--- src/rtl/cmpl_pkg.sv ---
package cmpl_pkg;

    localparam int CNT_W      = 6;
    localparam int WORD_W     = 32;
    localparam int DONE_LSB   = 0;
    localparam int ACT_BIT    = 8;
    localparam int PROC_LSB   = 16;
    localparam int CNT_MOD    = 1 << CNT_W;

    typedef logic [CNT_W-1:0] cnt_t;

    typedef struct packed {
        cnt_t done;
        cnt_t proc_cnt;
        logic active;
    } status_t;

    typedef struct packed {
        logic strobe;
        cnt_t proc_cnt;
        logic keep_flag;
    } ack_req_t;

    function automatic logic [WORD_W-1:0] pack_status(status_t s);
        logic [WORD_W-1:0] w;
        w = '0;
        w[DONE_LSB +: CNT_W] = s.done;
        w[ACT_BIT]           = s.active;
        w[PROC_LSB +: CNT_W] = s.proc_cnt;
        return w;
    endfunction

    function automatic ack_req_t decode_write(logic en, cnt_t proc_field, logic keep);
        ack_req_t r;
        r.strobe    = en;
        r.proc_cnt  = proc_field;
        r.keep_flag = keep;
        return r;
    endfunction

endpackage

--- src/rtl/cmpl_done_ctr.sv ---
module cmpl_done_ctr
    import cmpl_pkg::*;
(
    input  logic clk,
    input  logic rst,
    input  logic pulse,
    output cnt_t done
);
    cnt_t done_q;

    always_ff @(posedge clk) begin
        if (rst)
            done_q <= '0;
        else if (pulse)
            done_q <= done_q + cnt_t'(1);
    end

    assign done = done_q;
endmodule

--- src/rtl/cmpl_ack_track.sv ---
module cmpl_ack_track
    import cmpl_pkg::*;
(
    input  logic     clk,
    input  logic     rst,
    input  logic     pulse,
    input  cnt_t     done,
    input  ack_req_t req,
    output cnt_t     proc_cnt,
    output logic     active
);
    cnt_t proc_q;
    logic act_q;
    logic act_d;
    logic gap_after_ack;

    assign gap_after_ack = (done != req.proc_cnt);

    always_comb begin
        act_d = act_q;
        if (pulse)
            act_d = 1'b1;
        else if (req.strobe && !req.keep_flag)
            act_d = gap_after_ack;
    end

    always_ff @(posedge clk) begin
        if (rst) begin
            proc_q <= '0;
            act_q  <= 1'b0;
        end else begin
            if (req.strobe)
                proc_q <= req.proc_cnt;
            act_q <= act_d;
        end
    end

    assign proc_cnt = proc_q;
    assign active   = act_q;
endmodule

--- src/rtl/cmpl_irq_gate.sv ---
module cmpl_irq_gate (
    input  logic active,
    input  logic enable,
    output logic irq
);
    assign irq = active & enable;
endmodule

--- src/rtl/cmpl_count_irq.sv ---
module cmpl_count_irq
    import cmpl_pkg::*;
(
    input  logic              clk,
    input  logic              rst,
    input  logic              wr_en,
    input  logic [WORD_W-1:0] wr_data,
    output logic [WORD_W-1:0] rd_data,
    input  logic              cmpl_pulse,
    input  logic              irq_en,
    output logic              irq
);
    cnt_t     done_w;
    cnt_t     proc_w;
    logic     act_w;
    ack_req_t req_w;
    status_t  stat_w;

    assign req_w = decode_write(wr_en, wr_data[PROC_LSB +: CNT_W], wr_data[ACT_BIT]);

    cmpl_done_ctr u_done (
        .clk   (clk),
        .rst   (rst),
        .pulse (cmpl_pulse),
        .done  (done_w)
    );

    cmpl_ack_track u_ack (
        .clk      (clk),
        .rst      (rst),
        .pulse    (cmpl_pulse),
        .done     (done_w),
        .req      (req_w),
        .proc_cnt (proc_w),
        .active   (act_w)
    );

    cmpl_irq_gate u_gate (
        .active (act_w),
        .enable (irq_en),
        .irq    (irq)
    );

    always_comb begin
        stat_w.done     = done_w;
        stat_w.proc_cnt = proc_w;
        stat_w.active   = act_w;
    end

    assign rd_data = pack_status(stat_w);
endmodule

--- config.mk ---
export PLATFORM = sky130hd
export DESIGN_NAME = cmpl_count_irq
export DESIGN_NICKNAME = d
export VERILOG_FILES = /design/src/rtl/cmpl_pkg.sv /design/src/rtl/cmpl_done_ctr.sv /design/src/rtl/cmpl_ack_track.sv /design/src/rtl/cmpl_irq_gate.sv /design/src/rtl/cmpl_count_irq.sv
export SDC_FILE = /design/constraint.sdc
export NUM_CORES = 1
export LEC_CHECK = 0
export CAP_MARGIN = 40
export CORE_ASPECT_RATIO = 1.5
export CORE_UTILIZATION = 32
export CTS_CLUSTER_SIZE = 30
export DETAILED_ROUTE_END_ITERATION = 10
export HOLD_SLACK_MARGIN = 0.12
export PLACE_DENSITY = 0.87
export SLEW_MARGIN = 10
export SYNTH_ARGS = -nofsm -noshare
export SYNTH_HDL_FRONTEND = slang
export SYNTH_SLANG_ARGS = --single-unit
--- constraint.sdc ---
create_clock -name clk -period 1.75 [get_ports clk]
set_input_delay 0.35 -clock clk [delete_from_list [all_inputs] [get_ports clk]]
set_output_delay 0.35 -clock clk [all_outputs]
set_load 0.02 [all_outputs]
==> out/results.txt, run 1 <==
Worst path cell trace -> clkdlybuf4s50_1
ANT nets after route -> 0
Post-Syn Area per Cell -> 9.12 um^2
Gate Count Post-Synth -> 80
# DRC -> 0
Hpwl dp -> 1.07 mm
Die footprint -> 2480 um^2
Drt initial violations -> 6
CTS tree -> done
Reg area -> 260 um^2
Crit path max fanout -> 5
PortBufs -> 25
Power per cell area -> 695 nW/um^2
RePlAce Congestion -> 0.838
CP delay by family, top -> buffers and inverters
Critical Path Max Stage Delay -> 0.65 ns
Gr ovfl total -> 0
Die X -> 41.0 um
Post-synth top area cell -> dfxtp_1
Share of synthesized flip-flops with an asynchronous set or reset -> 0%
Top cell type's share of synthesized area -> 35.7%
Fmax -> 588 MHz
Worst setup EP type -> primary output
H-tree depth -> 1
FF-to-FF End -> u_done.done[5]$_SDFFE_PP0P_
Yosys warns -> 0
Wirelength per Cell -> 10.3 um
Starting Density -> 35.1%
Number of global-route vias before repair -> 490
Max cap viols -> 0
Final Slew Violations -> 0
Flops & latches, synth -> 13
Clk buf depth -> 2
FP Rows -> 20
Fin crit share -> 97.2%
Status -> completed
Most used DFF post-synth -> dfxtp_1
Global-route wire length before repair -> 1.94 mm
Fraction of layout cells with a size suffix above 1 -> 6.54%
Number of diodes -> 0
Hold Fails Final Rpt -> 0
R2R Path Start -> u_done.done[0]$_SDFFE_PP0P_
Core area -> 2080 um^2
Kind of critical path -> flop to primary output
Leakage Power -> 0.000484 uW
Sequential area share after synthesis -> 35.7%
I/O pins -> 70
CP Depth -> 1
CP startpoint kind -> flop
Synthesized cell area -> 729 um^2
Crit path buffers/inverters -> 1
Via-per-instance ratio -> 4.44
CP Launch Point -> u_done.done[3]$_SDFFE_PP0P_
Final clock skew -> 0.000151 ns
Reg clk slew, reported paths -> 0.07 ns
Detailed-route wire length -> 1.32 mm
Largest net degree at the start of global routing -> 8
Die Ht -> 60.5 um
Post-layout util -> 46.2%
Synth top area cells -> dfxtp_1, buf_4, xor2_1
RSZ-0062 raised after global routing -> false
P&R area growth vs syn -> 31.6%
Initial DRT Pass Iterations -> 2
VDD IR-drop max -> 0.442 mV
Distinct cells, synth -> 21
Final Critical Period -> 1.70 ns
Initial antenna violation count -> 0
Area of the multi-input gates -> 367 um^2
Layout Cells excl Fill -> 129
Global Route Usage Sum -> 11.8%
Number of synthesized flops with an enable pin -> 0
CP max-delay cell -> clkdlybuf4s50_1
Min-Delay Path Class -> flop to flop
Most frequent cell after synthesis -> buf_4
# fillers -> 216
Sink Count -> 13
CP required -> 1.40 ns
Clk root buf -> clkbuf_4
Nets@finish -> 146
Worst path arrival time -> 1.35 ns
Vias -> 573
R2r worst-path depth -> 3
R2R setup slack -> 0.56 ns
Crit path to -> rd_data[3]
TritonCTS Buffers -> 3
TNS Setup -> 0 ns
Synth cell count leaders -> buf_4, dfxtp_1, nor2_1
Inst Count DP -> 125
Worst-Skew Late Latency -> 0.27 ns
Endpoints failing setup -> 0
repair_timing:
action                     in CTS  in global routing
hold buffers                    0                  0
setup buffers                   0                  0
gates resized for setup         1                  3
setup endpoints to repair       1                  3
cell families (layout without fill, tap and decap cells):
logic type	after synthesis	in the layout	share of synthesized area, %
buffers and inverters	23	32	23.3
multiplexers	7	7	9.61
other	1	19	0.514
AO/OA/AOI/OAI	4	4	3.09
AND/OR/NAND/NOR	21	21	14.1
XOR/XNOR	10	10	12.0
flip-flops	13	13	35.7
adder cells (fa/ha/maj)	1	1	1.71
power by group:
part	internal, uW	total, uW	switching, uW
registers	311	325	13.9
clock network	88.3	175	87.2
logic	72.4	166	94.0
final cells by class:
| cell class | instances | area share, % |
|---|---|---|
| clock buffers | 4 | 2.74 |
| multi-input cells | 62 | 38.2 |
| flip-flops and latches | 13 | 27.1 |
| well taps | 22 | 2.87 |
| repair buffers | 28 | 29.1 |
state kept, by name, summed over array words and instances, names as in the netlist:
| signal | flops |
|---|---|
| u_ack.active | 1 |
| u_done.done | 6 |
| u_ack.proc_cnt | 6 |
through the flow:
stage / hold slack (ns) / area [um^2] / power [uW] / worst slack [ns]
after CTS: 0.509 / 952 / 680 / 0.00130
after global placement: 0.479 / 927 / 496 / -0.0999
after floorplan: 0.419 / 797 / 464 / 0.530
final: 0.501 / 960 / 667 / 0.0488
after detailed placement: 0.491 / 927 / 500 / -0.0995
after global routing: 0.523 / 960 / 707 / 0.0124
tightest hold or removal path, stage by stage (launching register included):
cell and delay [ns]:
dfxtp_1 0.33, mux2i_1 0.06, nor2_1 0.07
per-layer routing:
metal	wire length, um	vias to the layer above	track usage [%]
li1	-	276	-
met1	539	259	12.2
met3	124	4	2.56
met2	633	34	18.5
met5	0	-	0
met4	26	0	11.0
worst min-delay path by stage:
stage / start / end / slack [ns] / depth (start not counted)
detailed placement: u_ack.proc_cnt[2]$_SDFFE_PP0P_ / u_ack.proc_cnt[2]$_SDFFE_PP0P_ / 0.49 / 2
finish: u_ack.proc_cnt[2]$_SDFFE_PP0P_ / u_ack.proc_cnt[2]$_SDFFE_PP0P_ / 0.50 / 2
floorplan: rst / u_done.done[5]$_SDFFE_PP0P_ / 0.42 / 1
global route: u_ack.proc_cnt[2]$_SDFFE_PP0P_ / u_ack.proc_cnt[2]$_SDFFE_PP0P_ / 0.52 / 2
global placement: u_ack.proc_cnt[1]$_SDFFE_PP0P_ / u_ack.proc_cnt[1]$_SDFFE_PP0P_ / 0.48 / 2
CTS: u_ack.proc_cnt[2]$_SDFFE_PP0P_ / u_ack.proc_cnt[2]$_SDFFE_PP0P_ / 0.51 / 2
placed cells by master, fill, tap and decap left out, types with 2 or more instances in the layout:
| cell | count |
|---|---|
| clkdlybuf4s50_1 | 21 |
| conb_1 | 19 |
| dfxtp_1 | 13 |
| nor2_1 | 12 |
| xor2_1 | 9 |
| mux2i_1 | 7 |
| clkbuf_4 | 3 |
| dlymetal6s2s_1 | 3 |
| buf_4 | 3 |
| nand2_1 | 2 |
| a21oi_1 | 2 |
| nor4_1 | 2 |
(Power assumes the default switching activity.)
==> run 2: changes to the inputs <==
--- a/config.mk
+++ b/config.mk
@@ -5,9 +5,10 @@
 export SDC_FILE = /design/constraint.sdc
 export NUM_CORES = 1
 export LEC_CHECK = 0
+export ABC_AREA = 1
 export CAP_MARGIN = 40
 export CORE_ASPECT_RATIO = 1.5
-export CORE_UTILIZATION = 32
+export CORE_UTILIZATION = 33
 export CTS_CLUSTER_SIZE = 30
 export DETAILED_ROUTE_END_ITERATION = 10
 export HOLD_SLACK_MARGIN = 0.12
==> constraint.sdc (replaced) <==
create_clock -name clk -period 2 [get_ports clk]
set_input_delay 0.4 -clock clk [delete_from_list [all_inputs] [get_ports clk]]
set_output_delay 0.4 -clock clk [all_outputs]
set_load 0.02 [all_outputs]
==> run 2 against run 1 <==
  * Combinational power down 13%
  * Worst setup slack better by 0.18 ns
  * Critical path depth unchanged
  * First-iteration DRC count rose to 3.3 times the previous value
  * Utilization down 1.6 points
  * Global-route usage up 1.2 points
  * Largest cell class unchanged
  * Largest power group unchanged
==> out/results.txt, run 2 <==
Worst-Skew Late Latency -> 0.27 ns (about the same)
Via-per-instance ratio -> 4.37 (-1.6%)
CP Launch Point -> u_done.done[0]$_SDFFE_PP0P_
CP required -> 1.60 ns (+0.20 ns)
Vias -> 704 (+23%)
Worst path cell trace -> clkdlybuf4s50_1
Top cell type's share of synthesized area -> 33.5% (-2.2 points)
Sink Count -> 13 (unchanged)
Starting Density -> 34.8% (-0.33 points)
Largest net degree at the start of global routing -> 13 (+5)
Leakage Power -> 0.000469 uW (-3.2%)
Min-Delay Path Class -> flop to flop
Die X -> 41.6 um (+1.5%)
# DRC -> 0 (unchanged)
Global-route wire length before repair -> 2.46 mm (+27%)
Fin crit share -> 88.6%
Post-Syn Area per Cell -> 6.94 um^2 (-24%)
Yosys warns -> 0 (unchanged)
CTS tree -> done
ANT nets after route -> 0 (unchanged)
Wirelength per Cell -> 9.40 um (-8.4%)
R2r worst-path depth -> 4 (+1)
Total power -> 589 uW (-12%)
H-tree depth -> 1 (unchanged)
Most frequent cells in the layout -> clkdlybuf4s50_1, nand2_1, conb_1
Global Route Usage Sum -> 13.0% (+1.2 points)
Reg area -> 260 um^2 (unchanged)
Final Slew Violations -> 0 (unchanged)
RSZ-0062 raised after global routing -> false
TNS Setup -> 0 ns (unchanged)
Hpwl dp -> 1.26 mm (+18%)
Post-CTS Resized -> 0 (-1)
Power per cell area -> 591 nW/um^2 (-15%)
CP Depth -> 1 (unchanged)
Synth top area cells -> dfxtp_1, buf_4, nand2_1
Worst path arrival time -> 1.37 ns (+0.02 ns)
Most common cell after layout, fill and taps aside -> clkdlybuf4s50_1
I/O pins -> 70 (unchanged)
Gate Count Post-Synth -> 112 (+40%)
Die footprint -> 2560 um^2 (+3.2%)
Post-synth top area cell -> dfxtp_1
Number of synthesized flops with an enable pin -> 0 (unchanged)
Crit path max fanout -> 7 (+2)
Gr ovfl total -> 0 (unchanged)
Endpoints failing setup -> 0 (unchanged)
Hold Fails Final Rpt -> 0 (unchanged)
PortBufs -> 25 (unchanged)
Distinct cells, synth -> 17 (-19%)
Die Ht -> 61.4 um (+1.6%)
P&R area growth vs syn -> 28.3%
Area of the multi-input gates -> 362 um^2 (-1.4%)
Clk buf depth -> 2 (unchanged)
Status -> completed
Clk root buf -> clkbuf_4
Drt initial violations -> 20 (+14)
FP Rows -> 21 (+5.0%)
Sequential area share after synthesis -> 33.5% (-2.2 points)
Setup bufs post-CTS -> 0 (unchanged)
Fraction of layout cells with a size suffix above 1 -> 5.80% (-0.74 points)
Number of global-route vias before repair -> 613 (+25%)
DP Area -> 968 um^2 (+4.5%)
TritonCTS Buffers -> 3 (unchanged)
R2R setup slack -> 0.89 ns (+0.33 ns)
Crit path buffers/inverters -> 1 (unchanged)
Worst setup EP type -> primary output
Core area -> 2230 um^2 (+7.5%)
Max cap viols -> 0 (unchanged)
Most used DFF post-synth -> dfxtp_1
CP delay by family, top -> buffers and inverters
R2R Path Start -> u_done.done[0]$_SDFFE_PP0P_
RePlAce Congestion -> 0.796 (-4.9%)
Final clock skew -> 0.000144 ns (-0.00000738 ns)
Share of synthesized flip-flops with an asynchronous set or reset -> 0% (unchanged)
Nets@finish -> 177 (+21%)
Cell area after layout -> 997 um^2 (+3.9%)
Kind of critical path -> flop to primary output
FF-to-FF End -> u_done.done[4]$_SDFFE_PP0P_
CP startpoint kind -> flop
Initial DRT Pass Iterations -> 4 (+2)
Crit path to -> rd_data[0]
Reg clk slew, reported paths -> 0.08 ns (about the same)
Initial antenna violation count -> 0 (unchanged)
Synth cell count leaders -> buf_4, nand2_1, inv_1
Hold Buf Count CTS -> 0 (unchanged)
VDD IR-drop max -> 0.488 mV (+10%)
Number of diodes -> 0 (unchanged)
Final Critical Period -> 1.77 ns
# fillers -> 242 (+12%)
Post-layout util -> 44.6% (-1.6 points)
Detailed-route wire length -> 1.51 mm (+14%)
Flops & latches, synth -> 13 (unchanged)
Fmax -> 565 MHz
Critical Path Max Stage Delay -> 0.65 ns (about the same)
Inst Count DP -> 157 (+26%)
Layout Cells excl Fill -> 161 (+25%)
CP max-delay cell -> clkdlybuf4s50_1
Synthesized cell area -> 777 um^2 (+6.5%)
run 2: stage by stage:
stage                     setup slack [ns]  hold slack (ns)
after floorplan                      0.861            0.469
after detailed placement            0.0544            0.517
after CTS                           0.0532            0.539
after global routing                 0.184            0.550
after global placement              0.0649            0.509
final                                0.229            0.535
run 2: worst register-to-register path, cell delays in order (launching register included):
cell and delay [ns]:
dfxtp_1 0.45, ha_1 0.21, nand3_1 0.11, nor3_1 0.16, nor3_1 0.07
run 2: per-layer routing:
metal / wire, um / global-route usage, % / vias up
li1: - / - / 363
met3: 107 / 2.05 / 4
met4: 57 / 12.4 / 0
met1: 602 / 13.8 / 299
met5: 0 / 0 / -
met2: 746 / 21.9 / 38
run 2: area by class of cell:
| type | instances | area share (%) |
|---|---|---|
| Multi-Input combinational cell | 79 | 36.3 |
| Sequential cell | 13 | 26.1 |
| Timing Repair Buffer | 26 | 26.1 |
| Inverter | 16 | 6.02 |
| Tap cell | 23 | 2.89 |
| Clock buffer | 4 | 2.63 |
run 2: worst min path at each step:
stage               slack [ns]                           start  cells after the start                              to
floorplan                 0.47                             rst                      1       u_ack.active$_SDFFE_PP0P_
global placement          0.51  u_ack.proc_cnt[5]$_SDFFE_PP0P_                      2  u_ack.proc_cnt[5]$_SDFFE_PP0P_
detailed placement        0.52  u_ack.proc_cnt[4]$_SDFFE_PP0P_                      2  u_ack.proc_cnt[4]$_SDFFE_PP0P_
CTS                       0.54  u_ack.proc_cnt[4]$_SDFFE_PP0P_                      2  u_ack.proc_cnt[4]$_SDFFE_PP0P_
global route              0.55  u_ack.proc_cnt[3]$_SDFFE_PP0P_                      2  u_ack.proc_cnt[3]$_SDFFE_PP0P_
finish                    0.53  u_ack.proc_cnt[3]$_SDFFE_PP0P_                      2  u_ack.proc_cnt[3]$_SDFFE_PP0P_
run 2: cell families after synthesis:
logic type / after synthesis / share of synthesized area [%]
AOI/OAI and AO/OA: 21 / 13.7
adders and majority gates: 1 / 1.61
buffers and inverters: 38 / 28.7
DFF: 13 / 33.5
other: 1 / 0.483
and+or+nand+nor: 38 / 22.1
run 2: where the power goes:
group | internal [uW] | leakage, uW | switching [uW]
clock | 77.5 | 0.0000150 | 85.2
sequential | 272 | 0.000107 | 10.5
combinational | 58.2 | 0.000347 | 85.9
total | 408 | 0.000469 | 182
==> run 3: changes to the inputs <==
--- a/config.mk
+++ b/config.mk
@@ -8,6 +8,7 @@
 export ABC_AREA = 1
 export CAP_MARGIN = 40
 export CORE_ASPECT_RATIO = 1.5
+export CORE_MARGIN = 2
 export CORE_UTILIZATION = 33
 export CTS_CLUSTER_SIZE = 30
 export DETAILED_ROUTE_END_ITERATION = 10
==> run 3 against run 2 <==
  * Global-route usage down 0.75 points
  * Critical path type is now primary input to primary output
  * Highest routed layer unchanged
  * Cell area down 0.25%
  * Non-clock buffer count unchanged
  * Die area up 8.2%
==> out/results.txt, run 3 (synthesis results as in run 2) <==
VDD IR-drop max -> 0.298 mV (-39%)
TNS Setup -> 0 ns (unchanged)
RePlAce Congestion -> 0.815 (+2.3%)
CTS tree -> done
FF-to-FF End -> u_done.done[4]$_SDFFE_PP0P_
Initial DRT Pass Iterations -> 4 (unchanged)
Global Route Usage Sum -> 12.2% (-0.75 points)
Final Critical Period -> 1.94 ns (+0.172 ns)
Die Ht -> 63.4 um (+3.3%)
Nets@finish -> 177 (unchanged)
Core area -> 2230 um^2 (unchanged)
I/O pins -> 70 (unchanged)
Post-CTS Resized -> 0 (unchanged)
Hold slack final -> 0.529 ns (-0.00536 ns)
DP Area -> 968 um^2 (unchanged)
Clk root buf -> clkbuf_4
Fin crit share -> 97.2% (+8.6 points)
Initial antenna violation count -> 0 (unchanged)
Global-route wire length before repair -> 2.62 mm (+6.5%)
Most frequent cells in the layout -> clkdlybuf4s50_1, nand2_1, conb_1
CP required -> 1.60 ns (about the same)
Kind of critical path -> primary input to primary output
Vias -> 712 (+1.1%)
RSZ-0062 raised after global routing -> false
Worst-Skew Late Latency -> 0.27 ns (about the same)
Worst setup EP type -> primary output
Detailed-route wire length -> 1.61 mm (+6.5%)
ANT nets after route -> 0 (unchanged)
Min-Delay Path Class -> flop to flop
# DRC -> 0 (unchanged)
PortBufs -> 25 (unchanged)
Drt initial violations -> 8 (-60%)
R2R setup slack -> 0.88 ns (about the same)
Fmax -> 515 MHz (-8.9%)
Endpoints failing setup -> 0 (unchanged)
Sink Count -> 13 (unchanged)
Hpwl dp -> 1.32 mm (+4.1%)
Power per cell area -> 591 nW/um^2 (about the same)
P&R area growth vs syn -> 28.0%
Number of global-route vias before repair -> 670 (+9.3%)
TritonCTS Buffers -> 3 (unchanged)
Die footprint -> 2770 um^2 (+8.2%)
Hold depth -> 2 (unchanged)
Status -> completed
Gr ovfl total -> 0 (unchanged)
Max cap viols -> 0 (unchanged)
Final clock skew -> 0.000159 ns (+0.0000152 ns)
Fraction of layout cells with a size suffix above 1 -> 5.80% (unchanged)
Starting Density -> 34.8% (unchanged)
R2r worst-path depth -> 4 (unchanged)
R2R Path Start -> u_done.done[0]$_SDFFE_PP0P_
Inst Count DP -> 157 (unchanged)
Wirelength per Cell -> 10.0 um (+6.5%)
Layout Cells excl Fill -> 161 (unchanged)
H-tree depth -> 1 (unchanged)
CP startpoint kind -> primary input
Die X -> 43.6 um (+4.8%)
Crit path max fanout -> 1 (-6)
FP Rows -> 21 (unchanged)
Worst path arrival time -> 1.54 ns (+0.17 ns)
# fillers -> 235 (-2.9%)
Setup bufs post-CTS -> 0 (unchanged)
Crit path to -> irq
Hold Fails Final Rpt -> 0 (unchanged)
Clk buf depth -> 2 (unchanged)
Most common cell after layout, fill and taps aside -> clkdlybuf4s50_1
Largest net degree at the start of global routing -> 13 (unchanged)
Reg clk slew, reported paths -> 0.07 ns (about the same)
Via-per-instance ratio -> 4.42 (+1.1%)
Final Slew Violations -> 0 (unchanged)
Hold Buf Count CTS -> 0 (unchanged)
Cell area after layout -> 995 um^2 (-0.25%)
Leakage Power -> 0.000453 uW (-3.3%)
CP Launch Point -> irq_en
Number of diodes -> 0 (unchanged)
[run 3: final cells by class]
class / count / area (um^2) / share of cell area (%)
inverter: 16 / 60.1 / 6.04
timing repair buffer: 26 / 258 / 25.9
sequential: 13 / 260 / 26.2
tap: 23 / 28.8 / 2.89
clock buffer: 4 / 26.3 / 2.64
multi-input combinational: 79 / 362 / 36.4
[run 3: power breakdown]
group | internal, uW | switching (uW) | total (uW)
sequential | 272 | 10.7 | 283
clock | 77.4 | 82.3 | 160
combinational | 58.4 | 87.0 | 145
[run 3: worst min path at each step]
stage,start,end,slack (ns)
3_5_place_dp,u_ack.proc_cnt[4]$_SDFFE_PP0P_,u_ack.proc_cnt[4]$_SDFFE_PP0P_,0.52
3_3_place_gp,u_ack.proc_cnt[5]$_SDFFE_PP0P_,u_ack.proc_cnt[5]$_SDFFE_PP0P_,0.51
2_1_floorplan,rst,u_ack.active$_SDFFE_PP0P_,0.47
5_1_grt,u_ack.proc_cnt[1]$_SDFFE_PP0P_,u_ack.proc_cnt[1]$_SDFFE_PP0P_,0.57
6_report,u_ack.proc_cnt[5]$_SDFFE_PP0P_,u_ack.proc_cnt[5]$_SDFFE_PP0P_,0.53
4_1_cts,u_ack.proc_cnt[5]$_SDFFE_PP0P_,u_ack.proc_cnt[5]$_SDFFE_PP0P_,0.53
[run 3: stage by stage]
| stage | utilization, % | setup slack, ns | power, uW |
|---|---|---|---|
| after global placement | 43.4 | 0.0639 | 431 |
| after CTS | 44.5 | 0.0470 | 590 |
| final | 44.5 | 0.0568 | 588 |
| after floorplan | - | 0.861 | 404 |
| after detailed placement | 43.4 | 0.0514 | 434 |
| after global routing | 44.5 | 0.00570 | 614 |
[run 3: per-layer routing]
metal | wire (um) | track usage [%]
met4 | 52 | 8.33
met5 | 0 | 0
met2 | 820 | 20.0
met3 | 129 | 2.29
met1 | 609 | 13.6
[run 3: critical path, stage by stage]
cell	delay, ns
clkdlybuf4s50_1	0.45
nand2_1	0.05
inv_1	0.05
clkdlybuf4s50_1	0.59
